## src/rtl/cwin_pkg.sv

```systemverilog
package cwin_pkg;

    localparam int CODE_W  = 4;
    localparam int WHOLE_W = CODE_W - 1;
    localparam int MAX_WHOLE = ((1 << CODE_W) - 1) >> 1;

    // decoded read latency
    typedef struct packed {
        logic [WHOLE_W-1:0] whole;
        logic               half;
        logic               reserved;
    } lat_t;

    typedef enum logic {
        ERR_CLEAR   = 1'b0,
        ERR_LATCHED = 1'b1
    } err_state_t;

endpackage

```

## src/rtl/cwin_lat_decode.sv

```systemverilog
module cwin_lat_decode
    import cwin_pkg::*;
(
    input  logic [CODE_W-1:0] code,
    output lat_t              lat
);

    always_comb begin
        lat.reserved = (code < CODE_W'(2));
        if (lat.reserved) begin
            // clamp to a one-cycle latency on the rising edge
            lat.whole = WHOLE_W'(1);
            lat.half  = 1'b0;
        end else begin
            lat.whole = code[CODE_W-1:1];
            lat.half  = code[0];
        end
    end

endmodule

```

## src/rtl/cwin_lane.sv

```systemverilog
module cwin_lane #(
    parameter int DEPTH   = 8,
    parameter int WIN_LEN = 2,
    parameter int START_W = 3
) (
    input  logic               clk,
    input  logic               rst_n,
    input  logic               load,
    input  logic [START_W-1:0] start,
    output logic               en
);

    logic [DEPTH-1:0] slots;
    logic [DEPTH-1:0] mask;

    // one bit per future cycle; slot 0 is the current cycle
    always_comb begin
        for (int i = 0; i < DEPTH; i++) begin
            mask[i] = load && (i >= int'(start)) && (i < int'(start) + WIN_LEN);
        end
    end

    always_ff @(posedge clk or negedge rst_n) begin
        if (!rst_n) begin
            slots <= '0;
        end else begin
            slots <= (slots >> 1) | mask;
        end
    end

    assign en = slots[0];

endmodule

```

## src/rtl/cwin_err_fsm.sv

```systemverilog
module cwin_err_fsm
    import cwin_pkg::*;
(
    input  logic clk,
    input  logic rst_n,
    input  logic bad_read,
    output logic err
);

    err_state_t state, state_nx;

    always_ff @(posedge clk or negedge rst_n) begin
        if (!rst_n) begin
            state <= ERR_CLEAR;
        end else begin
            state <= state_nx;
        end
    end

    always_comb begin
        state_nx = state;
        err      = 1'b0;
        unique case (state)
            ERR_CLEAR: begin
                if (bad_read) begin
                    state_nx = ERR_LATCHED;
                end
            end
            ERR_LATCHED: begin
                err = 1'b1;
            end
        endcase
    end

endmodule

```

## src/rtl/rd_capture_window.sv

```systemverilog
module rd_capture_window
    import cwin_pkg::*;
#(
    parameter int WIN_LEN = 2
) (
    input  logic              clk,
    input  logic              rst_n,
    input  logic              rd_issue,
    input  logic [CODE_W-1:0] lat_code,
    output logic              cap_rise_en,
    output logic              cap_fall_en,
    output logic              lat_err
);

    localparam int DEPTH = MAX_WHOLE + WIN_LEN - 1;
    localparam int NLANE = 2;

    lat_t               lat;
    logic [WHOLE_W-1:0] start;
    logic [NLANE-1:0]   lane_en;

    cwin_lat_decode u_dec (
        .code (lat_code),
        .lat  (lat)
    );

    // whole-cycle latency W opens the window in slot W-1
    assign start = lat.whole - WHOLE_W'(1);

    // lane 0 serves rising-edge capture, lane 1 falling-edge capture
    for (genvar g = 0; g < NLANE; g++) begin : g_lane
        cwin_lane #(
            .DEPTH   (DEPTH),
            .WIN_LEN (WIN_LEN),
            .START_W (WHOLE_W)
        ) u_lane (
            .clk   (clk),
            .rst_n (rst_n),
            .load  (rd_issue && (lat.half == g[0])),
            .start (start),
            .en    (lane_en[g])
        );
    end

    cwin_err_fsm u_err (
        .clk      (clk),
        .rst_n    (rst_n),
        .bad_read (rd_issue && lat.reserved),
        .err      (lat_err)
    );

    assign cap_rise_en = lane_en[0];
    assign cap_fall_en = lane_en[1];

endmodule

```

## config.mk

```make
export PLATFORM = sky130hd
export DESIGN_NAME = rd_capture_window
export DESIGN_NICKNAME = d
export VERILOG_FILES = /design/src/rtl/cwin_pkg.sv /design/src/rtl/cwin_lat_decode.sv /design/src/rtl/cwin_lane.sv /design/src/rtl/cwin_err_fsm.sv /design/src/rtl/rd_capture_window.sv
export SDC_FILE = /design/constraint.sdc
export NUM_CORES = 1
export LEC_CHECK = 0
export ABC_CLOCK_PERIOD_IN_PS = 1000
export BUFFER_PORTS_ARGS = -buffer_cell sky130_fd_sc_hd__buf_4
export CORE_ASPECT_RATIO = 0.7
export CORE_MARGIN = 4
export CORE_UTILIZATION = 40
export DETAILED_ROUTE_END_ITERATION = 7
export HOLD_SLACK_MARGIN = 0.1
export PLACE_DENSITY = 0.59
export REMOVE_ABC_BUFFERS = 1
export SLEW_MARGIN = 20
export SYNTH_ARGS = -nofsm -noshare
export SYNTH_HDL_FRONTEND = slang
export SYNTH_SLANG_ARGS = --single-unit
```

## constraint.sdc

```tcl
create_clock -name clk -period 1 [get_ports clk]
set_clock_uncertainty 0.1 [all_clocks]
set_input_delay 0 -clock clk [delete_from_list [all_inputs] [get_ports clk]]
set_output_delay 0 -clock clk [all_outputs]
set_load 0.02 [all_outputs]
```

==> flow_metrics.tcl <==
set metrics [dict create \
    worst_slew_pin_slew_ns 0.3554 \
    cts_tree "built" \
    vias 660 \
    gp_congestion 0.7340 \
    worstSkewPairLatency_ns 0.29 \
    most-common-layout-cells "buf_4 (20), dfrtp_1 (17), buf_6 (7)" \
    grt_first_pass_wirelength_mm 3.305 \
    yosysTopAreaCell "dfrtp_1" \
    syn_area_sq_um 875.8 \
    die_y_microns 47.15 \
    final_common_cell "buf_4" \
    required_ns 1.15 \
    start_util_pct 44.50 \
    total_power_mw 1.768 \
    cts_made_buffers 3 \
    numPortBuffers 9 \
    cellPowerDensity_nw_per_um2 1317 \
    synth_warnings 0 \
    nFillCells 142 \
    nets 117 \
    setup_violations 16 \
    synth_edf_count 0 \
    clk_pin_slew_ns 0.10 \
    grt_max_degree 18 \
    cp_max_fo 3 \
    clock_sinks 17 \
    clock_path_buffers 2 \
    synth.yosys.seq_area_share_pct 48.57 \
    slew_violations 0 \
    hp-class "in -> reg" \
    hpwlAfterDp_mm 1.209 \
    p_leak_nw 0.6266 \
    viasPerCell 4.962 \
    diodes 0 \
    cp-end-kind "register" \
    post_dp_cell_area_sq_um 1025 \
    grt_overflow 0 \
    start_kind "input port" \
    fin_setup_tns_ns -2.975 \
    grt_pass1_vias 680 \
    rsz0062_at_grt "yes" \
    drt_pass1_iterations 2 \
    cp.arrival_ns 1.42 \
    rows 13 \
    route.detailed.drc 0 \
    die_x_microns 63.93 \
    status "finished, violations left" \
    synthTopCellsByArea "dfrtp_1 (49%), ha_1 (8.6%), a21o_2 (5.0%)" \
    ant_nets 0 \
    synth_top_area_share_pct 48.57 \
    pin_count 10 \
    stdcell_area_sq_um 1343 \
    period_needed_ns 1.273 \
    violations "setup timing" \
    syn_to_final_growth_pct 53.29 \
    grt_use_total_pct 15.03 \
    hold_ws_ns 0.05387 \
    h-tree-depth 1 \
    preCtsSetupSlack_ns -0.7822 \
    synth-seq-cells 17 \
    cts_hold_repair.buffers 3 \
    cap_violations 0 \
    fin_ws_ns -0.2735 \
    hold_viol 0 \
    wl_mm 1.898 \
    drtIter0Drc 28 \
    dieArea_sq_um 3014 \
    setup.worst_path.class "in -> reg" \
    clockRootBuffer "clkbuf_4" \
    core_sq_um 1968 \
    period_share_pct 127.3 \
    vdd_drop_max_v 0.0005955 \
    slew_headroom_pct 76.31 \
    synth.distinct_cells 27 \
    drive_above_1_share_pct 58.25 \
    antenna_found_initial 0 \
    max_freq_mhz 785.2 \
    synthCells 73 \
    ys.flop_type "dfrtp_1" \
    routedWlPerCell_microns 14.27 \
    synth.avg_cell_area_sq_um 12.00 \
    async_reset_ff_share_pct 100.0 \
]
-- cell families (layout without fill, tap and decap cells) --
logic type      Yosys count  after routing  synth area share, %
fa+ha+maj                 6              6                8.571
simple gates             13             13                8.572
xor+xnor                  1              1                1.858
flops                    17             17                48.57
compound gates           24             24                24.57
buf+inv                  12             42                7.856
-- routing by layer --
layer	vias to the layer above	share of wire, %	track usage, %
met2	15	50	26.08
met3	3	4.3	5.263
met5	-	0	0
met1	329	45	18.25
li1	313	-	-
met4	0	0.63	4.292
-- where the power goes --
part | internal [mW] | leakage (nW) | switching, mW
combinational | 0.315 | 0.398 | 0.276
sequential | 0.779 | 0.211 | 0.0273
clock | 0.149 | 0.0177 | 0.222
-- synthesized netlist by cell type, types with 2 or more instances --
cell / n
dfrtp_1: 17
inv_1: 8
ha_1: 6
a21o_1: 5
a21o_2: 5
buf_6: 3
nand2b_1: 3
nor2_1: 3
a21oi_1: 2
a31o_1: 2
nand2_1: 2
o31ai_1: 2
-- state kept, by name (all words and copies together), names as in the netlist --
register,cells
g_lane.u_lane.slots,16
u_err.state,1
-- worst max-delay path: stages --
cell and delay (ns):
buf_6 0.10, nor2_4 0.13, nor2_4 0.05, ha_4 0.17, xor2_4 0.19, buf_6 0.14, ha_4 0.24, a221oi_4 0.26
a21o_2 0.15
-- timing repair --
action	CTS	global route
endpoints found under the hold margin	22	3
buffers inserted	4	4
endpoints found under the setup margin	16	16
cloned	0	0
resized for setup	29	12
pin swaps	10	7
-- final cells by class --
type,count,area [sq um],area share [%]
inverter,8,32.53,2.423
clock buffer,3,22.52,1.678
clock inverter,1,5.005,0.3728
multi-input combinational,44,560.5,41.75
sequential,17,425.4,31.69
tap,30,37.54,2.796
timing repair buffer,30,259.0,19.29
-- metrics by stage --
step	std cells	utilization (%)
after floorplan	69	-
after global placement	119	52.07
after detailed placement	119	52.07
after CTS	130	63.70
after global routing	133	68.21
final	133	68.21
-- worst paths after layout --
| kind | from | end | slack (ns) | depth (start not counted) |
|---|---|---|---|---|
| max reg2reg | u_err.state | u_err.state | 0.17 | 1 |
| min reg2reg | g_lane[1].u_lane.slots[5] | g_lane[1].u_lane.slots[4] | 0.33 | 1 |
| max in group asynchronous | rst_n | g_lane[1].u_lane.slots[7] | 0.08 | 3 |
| max | lat_code[3] | g_lane[1].u_lane.slots[4] | -0.27 | 9 |
| min | lat_code[0] | g_lane[1].u_lane.slots[5] | 0.05 | 4 |
| min in group asynchronous | rst_n | g_lane[0].u_lane.slots[0] | 0.52 | 3 |
No activity file was read; power rests on OpenSTA's default activity.
